`config.mk`:
```
export PLATFORM = sky130hd
export DESIGN_NAME = dma_busmode_ctrl
export DESIGN_NICKNAME = d
export VERILOG_FILES = /design/src/rtl/dma_bm_pkg.sv /design/src/rtl/dma_bm_counter.sv /design/src/rtl/dma_bm_addr.sv /design/src/rtl/dma_bm_fsm.sv /design/src/rtl/dma_busmode_ctrl.sv
export SDC_FILE = /design/constraint.sdc
export NUM_CORES = 1
export LEC_CHECK = 0
export BUFFER_PORTS_ARGS = -buffer_cell sky130_fd_sc_hd__buf_2
export CAP_MARGIN = 20
export CORE_MARGIN = 10
export CORE_UTILIZATION = 50
export DETAILED_ROUTE_END_ITERATION = 7
export PLACE_DENSITY = 0.76
export REMOVE_ABC_BUFFERS = 1
export SLEW_MARGIN = 15
export SYNTH_ARGS = -nofsm -noshare
export SYNTH_HDL_FRONTEND = slang
export SYNTH_SLANG_ARGS = --single-unit
export TNS_END_PERCENT = 30
```
`constraint.sdc`:
```
create_clock -name clk -period 3.4 [get_ports clk]
set_clock_uncertainty 0.15 [all_clocks]
set_input_delay 0.51 -clock clk [delete_from_list [all_inputs] [get_ports clk]]
set_output_delay 0.51 -clock clk [all_outputs]
set_load 0.05 [all_outputs]
```
`src/rtl/dma_bm_pkg.sv`:
```
package dma_bm_pkg;

  typedef enum logic [2:0] {
    ST_IDLE   = 3'd0,
    ST_ARMED  = 3'd1,
    ST_REQ    = 3'd2,
    ST_READ   = 3'd3,
    ST_WRITE  = 3'd4,
    ST_SINGLE = 3'd5,
    ST_DONE   = 3'd6
  } bm_state_e;

  localparam logic [1:0] SZ_BYTE = 2'd0;
  localparam logic [1:0] SZ_WORD = 2'd1;

endpackage

```
`src/rtl/dma_bm_counter.sv`:
```
module dma_bm_counter #(
  parameter int CW = 8
) (
  input  logic          clk,
  input  logic          rst_n,
  input  logic          load,
  input  logic          dec,
  input  logic [CW-1:0] count_in,
  output logic          last
);

  localparam logic [CW-1:0] ONE = CW'(1);

  logic [CW-1:0] cnt_q;
  logic [CW-1:0] cnt_d;
  logic          cnt_en;

  always_comb begin
    cnt_en = load | dec;
    cnt_d  = load ? count_in : (cnt_q - ONE);
  end

  always_ff @(posedge clk or negedge rst_n) begin
    if (!rst_n) begin
      cnt_q <= '0;
    end else if (cnt_en) begin
      cnt_q <= cnt_d;
    end
  end

  assign last = (cnt_q == ONE);

endmodule

```
`src/rtl/dma_bm_addr.sv`:
```
module dma_bm_addr
  import dma_bm_pkg::*;
#(
  parameter int AW = 16
) (
  input  logic          clk,
  input  logic          rst_n,
  input  logic          load,
  input  logic          advance,
  input  logic [1:0]    size_in,
  input  logic [AW-1:0] src_in,
  input  logic [AW-1:0] dst_in,
  output logic [AW-1:0] src_q,
  output logic [AW-1:0] dst_q
);

  localparam int NPTR = 2;

  logic [1:0]               size_q;
  logic [AW-1:0]            step;
  logic [NPTR-1:0][AW-1:0]  init_val;
  logic [NPTR-1:0][AW-1:0]  ptr_q;

  always_ff @(posedge clk or negedge rst_n) begin
    if (!rst_n) begin
      size_q <= SZ_BYTE;
    end else if (load) begin
      size_q <= size_in;
    end
  end

  always_comb begin
    case (size_q)
      SZ_BYTE: step = AW'(1);
      SZ_WORD: step = AW'(2);
      default: step = AW'(4);
    endcase
  end

  assign init_val[0] = src_in;
  assign init_val[1] = dst_in;

  for (genvar i = 0; i < NPTR; i++) begin : g_ptr
    logic [AW-1:0] nxt;
    logic          en;
    always_comb begin
      en  = load | advance;
      nxt = load ? init_val[i] : (ptr_q[i] + step);
    end
    always_ff @(posedge clk or negedge rst_n) begin
      if (!rst_n) begin
        ptr_q[i] <= '0;
      end else if (en) begin
        ptr_q[i] <= nxt;
      end
    end
  end

  assign src_q = ptr_q[0];
  assign dst_q = ptr_q[1];

endmodule

```
`src/rtl/dma_bm_fsm.sv`:
```
module dma_bm_fsm
  import dma_bm_pkg::*;
(
  input  logic clk,
  input  logic rst_n,
  input  logic start,
  input  logic burst_in,
  input  logic dual_in,
  input  logic count_zero,
  input  logic last,
  input  logic dreq_n,
  input  logic bus_gnt,
  output logic load,
  output logic unit_end,
  output logic cfg_burst,
  output logic bus_req,
  output logic dack,
  output logic rd_stb,
  output logic wr_stb,
  output logic done
);

  bm_state_e state_q, state_d;
  logic      burst_q, dual_q;
  logic      dreq_act;
  bm_state_e first_st;

  assign dreq_act = ~dreq_n;
  assign load     = start & ((state_q == ST_IDLE) | (state_q == ST_DONE));
  assign first_st = dual_q ? ST_READ : ST_SINGLE;

  always_comb begin
    state_d = state_q;
    case (state_q)
      ST_IDLE, ST_DONE: begin
        if (load) state_d = count_zero ? ST_DONE : ST_ARMED;
      end
      ST_ARMED: begin
        if (dreq_act) state_d = ST_REQ;
      end
      ST_REQ: begin
        if (bus_gnt) state_d = first_st;
      end
      ST_READ: state_d = ST_WRITE;
      ST_WRITE, ST_SINGLE: begin
        if (last)                      state_d = ST_DONE;
        else if (burst_q && dreq_act)  state_d = bus_gnt ? first_st : ST_REQ;
        else                           state_d = ST_ARMED;
      end
      default: state_d = ST_IDLE;
    endcase
  end

  always_ff @(posedge clk or negedge rst_n) begin
    if (!rst_n) begin
      state_q <= ST_IDLE;
    end else begin
      state_q <= state_d;
    end
  end

  always_ff @(posedge clk or negedge rst_n) begin
    if (!rst_n) begin
      burst_q <= 1'b0;
      dual_q  <= 1'b0;
    end else if (load) begin
      burst_q <= burst_in;
      dual_q  <= dual_in;
    end
  end

  always_comb begin
    bus_req  = (state_q == ST_REQ) | (state_q == ST_READ) |
               (state_q == ST_WRITE) | (state_q == ST_SINGLE);
    rd_stb   = (state_q == ST_READ) | (state_q == ST_SINGLE);
    wr_stb   = (state_q == ST_WRITE);
    dack     = (state_q == ST_SINGLE);
    done     = (state_q == ST_DONE);
    unit_end = (state_q == ST_WRITE) | (state_q == ST_SINGLE);
  end

  assign cfg_burst = burst_q;

endmodule

```
`src/rtl/dma_busmode_ctrl.sv`:
```
module dma_busmode_ctrl #(
  parameter int AW = 16,
  parameter int CW = 8
) (
  input  logic          clk,
  input  logic          rst_n,
  input  logic          start,
  input  logic          burst_mode,
  input  logic          dual_addr,
  input  logic [1:0]    unit_size,
  input  logic [CW-1:0] xfer_count,
  input  logic [AW-1:0] src_addr,
  input  logic [AW-1:0] dst_addr,
  input  logic          dreq_n,
  input  logic          bus_gnt,
  output logic          bus_req,
  output logic          dack,
  output logic          rd_stb,
  output logic          wr_stb,
  output logic [AW-1:0] bus_addr,
  output logic          done
);

  logic          load, unit_end, last, cfg_burst;
  logic [AW-1:0] src_q, dst_q;

  dma_bm_fsm u_fsm (
    .clk        (clk),
    .rst_n      (rst_n),
    .start      (start),
    .burst_in   (burst_mode),
    .dual_in    (dual_addr),
    .count_zero (xfer_count == '0),
    .last       (last),
    .dreq_n     (dreq_n),
    .bus_gnt    (bus_gnt),
    .load       (load),
    .unit_end   (unit_end),
    .cfg_burst  (cfg_burst),
    .bus_req    (bus_req),
    .dack       (dack),
    .rd_stb     (rd_stb),
    .wr_stb     (wr_stb),
    .done       (done)
  );

  dma_bm_counter #(.CW(CW)) u_cnt (
    .clk      (clk),
    .rst_n    (rst_n),
    .load     (load),
    .dec      (unit_end),
    .count_in (xfer_count),
    .last     (last)
  );

  dma_bm_addr #(.AW(AW)) u_addr (
    .clk     (clk),
    .rst_n   (rst_n),
    .load    (load),
    .advance (unit_end),
    .size_in (unit_size),
    .src_in  (src_addr),
    .dst_in  (dst_addr),
    .src_q   (src_q),
    .dst_q   (dst_q)
  );

  always_comb begin
    if (wr_stb)      bus_addr = dst_q;
    else if (rd_stb) bus_addr = src_q;
    else             bus_addr = '0;
  end

endmodule

```
# Word-level counts from Yosys, hierarchy flattened
# Cells that the tools add are included.
# Widths: inputs -> output; s select.
totals:
  latchBits: 0
  memories: 0
  inputBits: 49
  out_inout_bits: 21
  regBits: 47
  mem_bits_rw: 0
  word_cells: 52
  rom_bits: 0
classes:
  multipliers: 0
  eq_ne: 11
  mux: 15
  reduce_logical: 7
  shifts: 0
  add_sub_neg: 3
  n_bitwise: 9
  n_lt_le_gt_ge: 0
  n_div: 0
ops:
  columns: ["cell", "count"]
  rows:
  - ["$mux 16", 4]
  - ["$add 16x3->16", 2]
  - ["$mux 3", 8]
  - ["$pmux 3 s5", 1]
  - ["$eq 3x3->1 const B", 3]
  - ["$eq 8x1->1 const B", 1]
  - ["$logic_not 8->1", 1]
  - ["$mux 8", 1]
  - ["$sub 8x1->8 const B", 1]
  - ["$or 1x1->1", 7]
  - ["$eq 3x2->1 const B", 2]
  - ["$pmux 3 s2", 1]
  - ["$ne 2x2->1 const B", 2]
  - ["$reduce_or 2->1", 2]
  - ["$eq 3x1->1 const B", 1]
  - ["$logic_not 3->1", 1]
  - ["$reduce_and 3->1", 1]
  - ["$eq 2x1->1 const B", 1]
  - ["$logic_not 2->1", 1]
  - ["$ne 2x1->1 const B", 1]
  - ["$and 1x1->1", 1]
  - ["$logic_and 1x1->1", 1]
  - ["$not 1->1", 1]

# Longest topological paths before layout
depth:
  word_depth: 5
  mapped_depth: 8
  ltp_nobuf: 8

# By module
# Synthesis repeated with hierarchy kept, for this count alone.
unflattened:
  hier_cells: 363
  hier_area_um2: 3254.4
modules_own_cells:
  columns: ["module", "area_each_um2", "n_inst", "cells_per_inst", "seq_area_each_um2"]
  rows:
  - ["dma_bm_addr", 2154.6, 1, 239, 850.8]
  - ["dma_bm_counter", 450.4, 1, 50, 200.2]
  - ["dma_bm_fsm", 449.2, 1, 47, 125.1]
  - ["dma_busmode_ctrl", 200.2, 1, 27, 0.0]

# Worst setup path after synthesis
# Ideal clock, no wire load.
synth_timing:
  kind: "reg-to-output"
  startpoint: "register u_fsm.state_q[2]"
  endpoint: "output bus_addr[10]"
  path_slack_ns: 0.524
  stages_incl_launch_ff: 6
  required_ns: 2.740
  n_path_buf: 2
  arrival_time_ns: 2.216
  cell_sequence: "dfrtp_1 -> xor2_2 -> and2_1 -> buf_2 -> buf_2 -> a22o_1"
synth_between:
  elab_chain_cells: 4
  word_cells_on_any_way: 6
  classes_between: "3 x eq/ne; 2 x mux; 1 x bitwise"
synth_rtl:
  columns: ["element", "line", "source"]
  rows:
  - ["start, declared", "dma_bm_fsm.sv:23", "bm_state_e state_q, state_d;"]
  - ["start signal, assigned", "dma_bm_fsm.sv:58", "state_q <= state_d;"]
  - ["$eq 3x2->1 or $eq 3x3->1 (tied branches)", "dma_bm_fsm.sv:75", "rd_stb = (state_q == ST_READ) | (state_q == ST_SINGLE);"]
  - ["$or 1x1->1 *", "dma_bm_fsm.sv:75", null]
  - ["via rd_stb", "dma_busmode_ctrl.sv:18", "output logic rd_stb,"]
  - ["$mux 16 *", "dma_busmode_ctrl.sv:70", "else if (rd_stb) bus_addr = src_q;"]
  - ["$mux 16 *", "dma_busmode_ctrl.sv:69", "if (wr_stb) bus_addr = dst_q;"]
  - ["end, declared", "dma_busmode_ctrl.sv:20", "output logic [AW-1:0] bus_addr,"]
# Mark *: on every way through the listed nets, which the timed path passes. The rest lies on a longest branch.

# Worst setup path after layout
layout_timing:
  startpoint: "register u_fsm.state_q[2]"
  endpoint: "output bus_addr[4]"
layout_between:
  elab_chain_cells: 4
  word_cells_on_any_way: 6
  classes_between: "3 x eq/ne; 2 x mux; 1 x bitwise"
layout_rtl:
  columns: ["element", "line"]
  rows:
  - ["$eq 3x2->1 or $eq 3x3->1 (tied branches)", "dma_bm_fsm.sv:75"]
  - ["$or 1x1->1", "dma_bm_fsm.sv:75"]
  - ["$mux 16", "dma_busmode_ctrl.sv:70"]
  - ["$mux 16 *", "dma_busmode_ctrl.sv:69"]
# Mark *: on every way between the ends. The rest lies on a longest branch, timed or not.

==> results by group <==
Timing
  • Slew @ Worst Pin: 797.6 ps
  • RSZ-0062 raised after global routing: no
  • Fmax: 321.8 MHz
  • Final period util: 91.39%
  • Final setup violation count: 0
  • Setup TNS: 0 ps
  • Worst setup margin: 292.9 ps
  • Pins Over Slew Limit: 0
  • Relative slew slack: between 40% and 50%
  • Tmin final: 3107 ps
  • Hold Fails Final Rpt: 0

Place
  • Final GP Congestion: approximately 0.84
  • Buffers on Ports: between 60 and 70
  • Setup WS pre-CTS: between 600 and 700 ps
  • Post-DP HPWL: 6467 um
  • Placed cell areas: around 3500 um^2

Layout
  • # diodes: 0
  • Area Growth Syn to Fin: 16.08%
  • Layout cell share with drive strength beyond 1: 21.50%
  • Nets: 484
  • Non-Filler Cell Area, Final: 3640 um^2

Run status
  • Outcome: finished, final reports clean

Drt
  • WL final: approximately 9000 um
  • Starting DRT DRC Count: between 200 and 300
  • Vias per inst: 6.187
  • Post-DRT Antenna Nets: 0
  • Via count: 3112
  • DRC: 0
  • First-pass DRT Iterations: 4
  • Wire length per cell: 17.73 um

Clock network
  • Post-CTS Resized: 0
  • Worst-skew pair later-pin latency: 310 ps
  • CTS tree: built
  • CTS Sinks: 47
  • Clock root buffer master: clkbuf_8
  • H-tree depth: 2
  • CTS max path bufs: 2
  • Hold_buf cts: 0
  • Post-CTS Setup Inserts: 0
  • CTS buffer count: 5
  • Worst-path clk slew: around 90 ps

Floorplanning
  • DIE AREA: 9839 um^2
  • IO Count: 70
  • CORE AREA: 5991 um^2
  • Height of the die: 99.19 um
  • Die width: 99.19 um
  • Num rows: 28
  • Starting Density: 52.34%

Yosys
  • Commonest cells post-synth: 63 x nand2_1, 47 x dfrtp_1, 23 x o21ai_0
  • Top cell type's share of synthesized area: 37.51%
  • Sequential cell area fraction in the yosys report: 37.51%
  • Multiplexer share of the synthesized area: less than 1%
  • Cell taking the most area after synthesis: dfrtp_1
  • Xor-xnor portion of the synthesized cell area: 3.033%
  • Count leader, synth: nand2_1
  • Post-Synth Adder-Cell Area: about 3.8%
  • Synth Area in Compound Gates: 26.86%
  • Synth Area in Simple Gates: 23.58%
  • Top FF cell, synth: dfrtp_1
  • Synth unique cells: 57
  • Register bit count reported by yosys: between 40 and 50
  • EDFF count, synth: 0
  • Largest family of logic cells by synthesized area: compound AO/OA/AOI/OAI gates
  • Mapped Cells: 367
  • Syn Area/Cell: 8.544 um^2
  • FFs w/ async S/R, synth: 100.0%
  • Syn Std Cell Area: 3136 um^2
  • Largest cells by area after synthesis: dfrtp_1 38%, nand2_1 7.5%, a22o_1 4.5%
  • Total of warnings raised by yosys: 0

Power
  • Leakage: between 1.5 and 2 nW
  • Pwr/cell area: 923.1 nW/um^2
  • VDD IR max: 401.8 uV

Setup path
  • Crit path kind: reg2out
  • Required @ worst endpoint: ~2700 ps
  • Crit-path max FO: 17
  • WP data arrival: 2450 ps
  • Startpoint Class: flop
  • Crit end category: output pin

Global route
  • Initial antenna violation count: 0
  • Pin count of the biggest net entering global routing: 52
  • First-pass GRT wire length: 14650 um
  • Vias in the first global route: 3003
  • Total track usage: 17.34%
  • Congestion Overflow GR: 0

Job
  • Total of max-cap violations: 0

Min path
  • Hold Path Class: in2async
## power breakdown
group,internal [mW],leakage (nW),total [mW],switching (mW)
sequential,0.824,0.585,1.22,0.396
clock,0.219,0.0581,0.421,0.202
combinational,0.629,0.996,1.72,1.09
total,1.67,1.64,3.36,1.69
## cells by family after synthesis
family	Yosys count
xor+xnor	10
simple gates	152
flops	47
compound gates	115
buf+inv	31
mux	2
fa+ha+maj	10
## routing by layer
layer / vias up / GRT usage, % / wire, um
met2: 116 / 28.31 / 4390
met4: 0 / 4.300 / 80
met3: 8 / 4.014 / 615
li1: 1493 / - / -
met1: 1495 / 22.52 / 3833
met5: - / 0 / 0
## layout by cell type (no fill, tap or decap), drive strengths merged, types with 4 or more instances in the layout
| cell type | synthesis | final |
|---|---|---|
| buf | 11 | 74 |
| nand2 | 63 | 63 |
| dfrtp | 47 | 47 |
| o21ai | 25 | 25 |
| nand3 | 22 | 22 |
| nor2 | 17 | 17 |
| a22o | 16 | 16 |
| o211ai | 14 | 14 |
| a21oi | 13 | 13 |
| nor3 | 11 | 11 |
| inv | 10 | 10 |
| a22oi | 9 | 9 |
| xor2 | 9 | 9 |
| ha | 8 | 8 |
| o311ai | 7 | 7 |
| nand2b | 6 | 6 |
| a221o | 6 | 6 |
| and2 | 5 | 5 |
| and3 | 5 | 5 |
| clkbuf | 10 | 5 |
| nand4b | 4 | 4 |
| nand4 | 4 | 4 |
| a31oi | 4 | 4 |
| nor2b | 4 | 4 |
## state kept, by name (all words and copies together), names as in the netlist
| register | cells |
|---|---|
| u_cnt.cnt_q | 8 |
| u_addr.dst_q | 16 |
| u_addr.size_q | 2 |
| u_fsm.dual_q | 1 |
| u_fsm.state_q | 3 |
| u_fsm.cfg_burst | 1 |
| u_addr.src_q | 16 |
## stage by stage
step	power, mW	utilization (%)	hold WS (ps)	cells
3_3_place_gp	2.851	58.54	319.0	494
3_5_place_dp	2.914	58.54	331.4	494
4_1_cts	3.339	60.42	81.91	502
5_1_grt	3.620	60.76	101.2	503
2_1_floorplan	2.410	-	64.41	346
6_report	3.360	60.76	54.46	503
## path summary, 6_finish.rpt
| check | cells past startpoint | end | startpoint | slack (ps) |
|---|---|---|---|---|
| max | 4 | bus_addr[4] | u_fsm.state_q[2] | 290 |
| min | 1 | u_cnt.cnt_q[4] | rst_n | 50 |
| max reg2reg | 6 | u_addr.dst_q[10] | u_fsm.state_q[2] | 980 |
| min reg2reg | 2 | u_fsm.cfg_burst | u_fsm.cfg_burst | 350 |
| max in group asynchronous | 2 | u_addr.dst_q[8] | rst_n | 2300 |
| min in group clk | 3 | u_fsm.cfg_burst | burst_mode | 230 |
## final cells by class
class	count	area, um^2
sequential	47	1176
inverter	10	37.54
clock inverter	3	43.79
tap	75	93.84
fill	539	2351
clock buffer	5	68.82
timing repair buffer	74	395.4
multi-input combinational	289	1824
## critical path: stages, from the launching register on
cell and delay [ps]:
dfrtp_1 670, xor2_2 320, and2_1 630, a22o_1 240
buf_2 270
(Power assumes the default switching activity.)
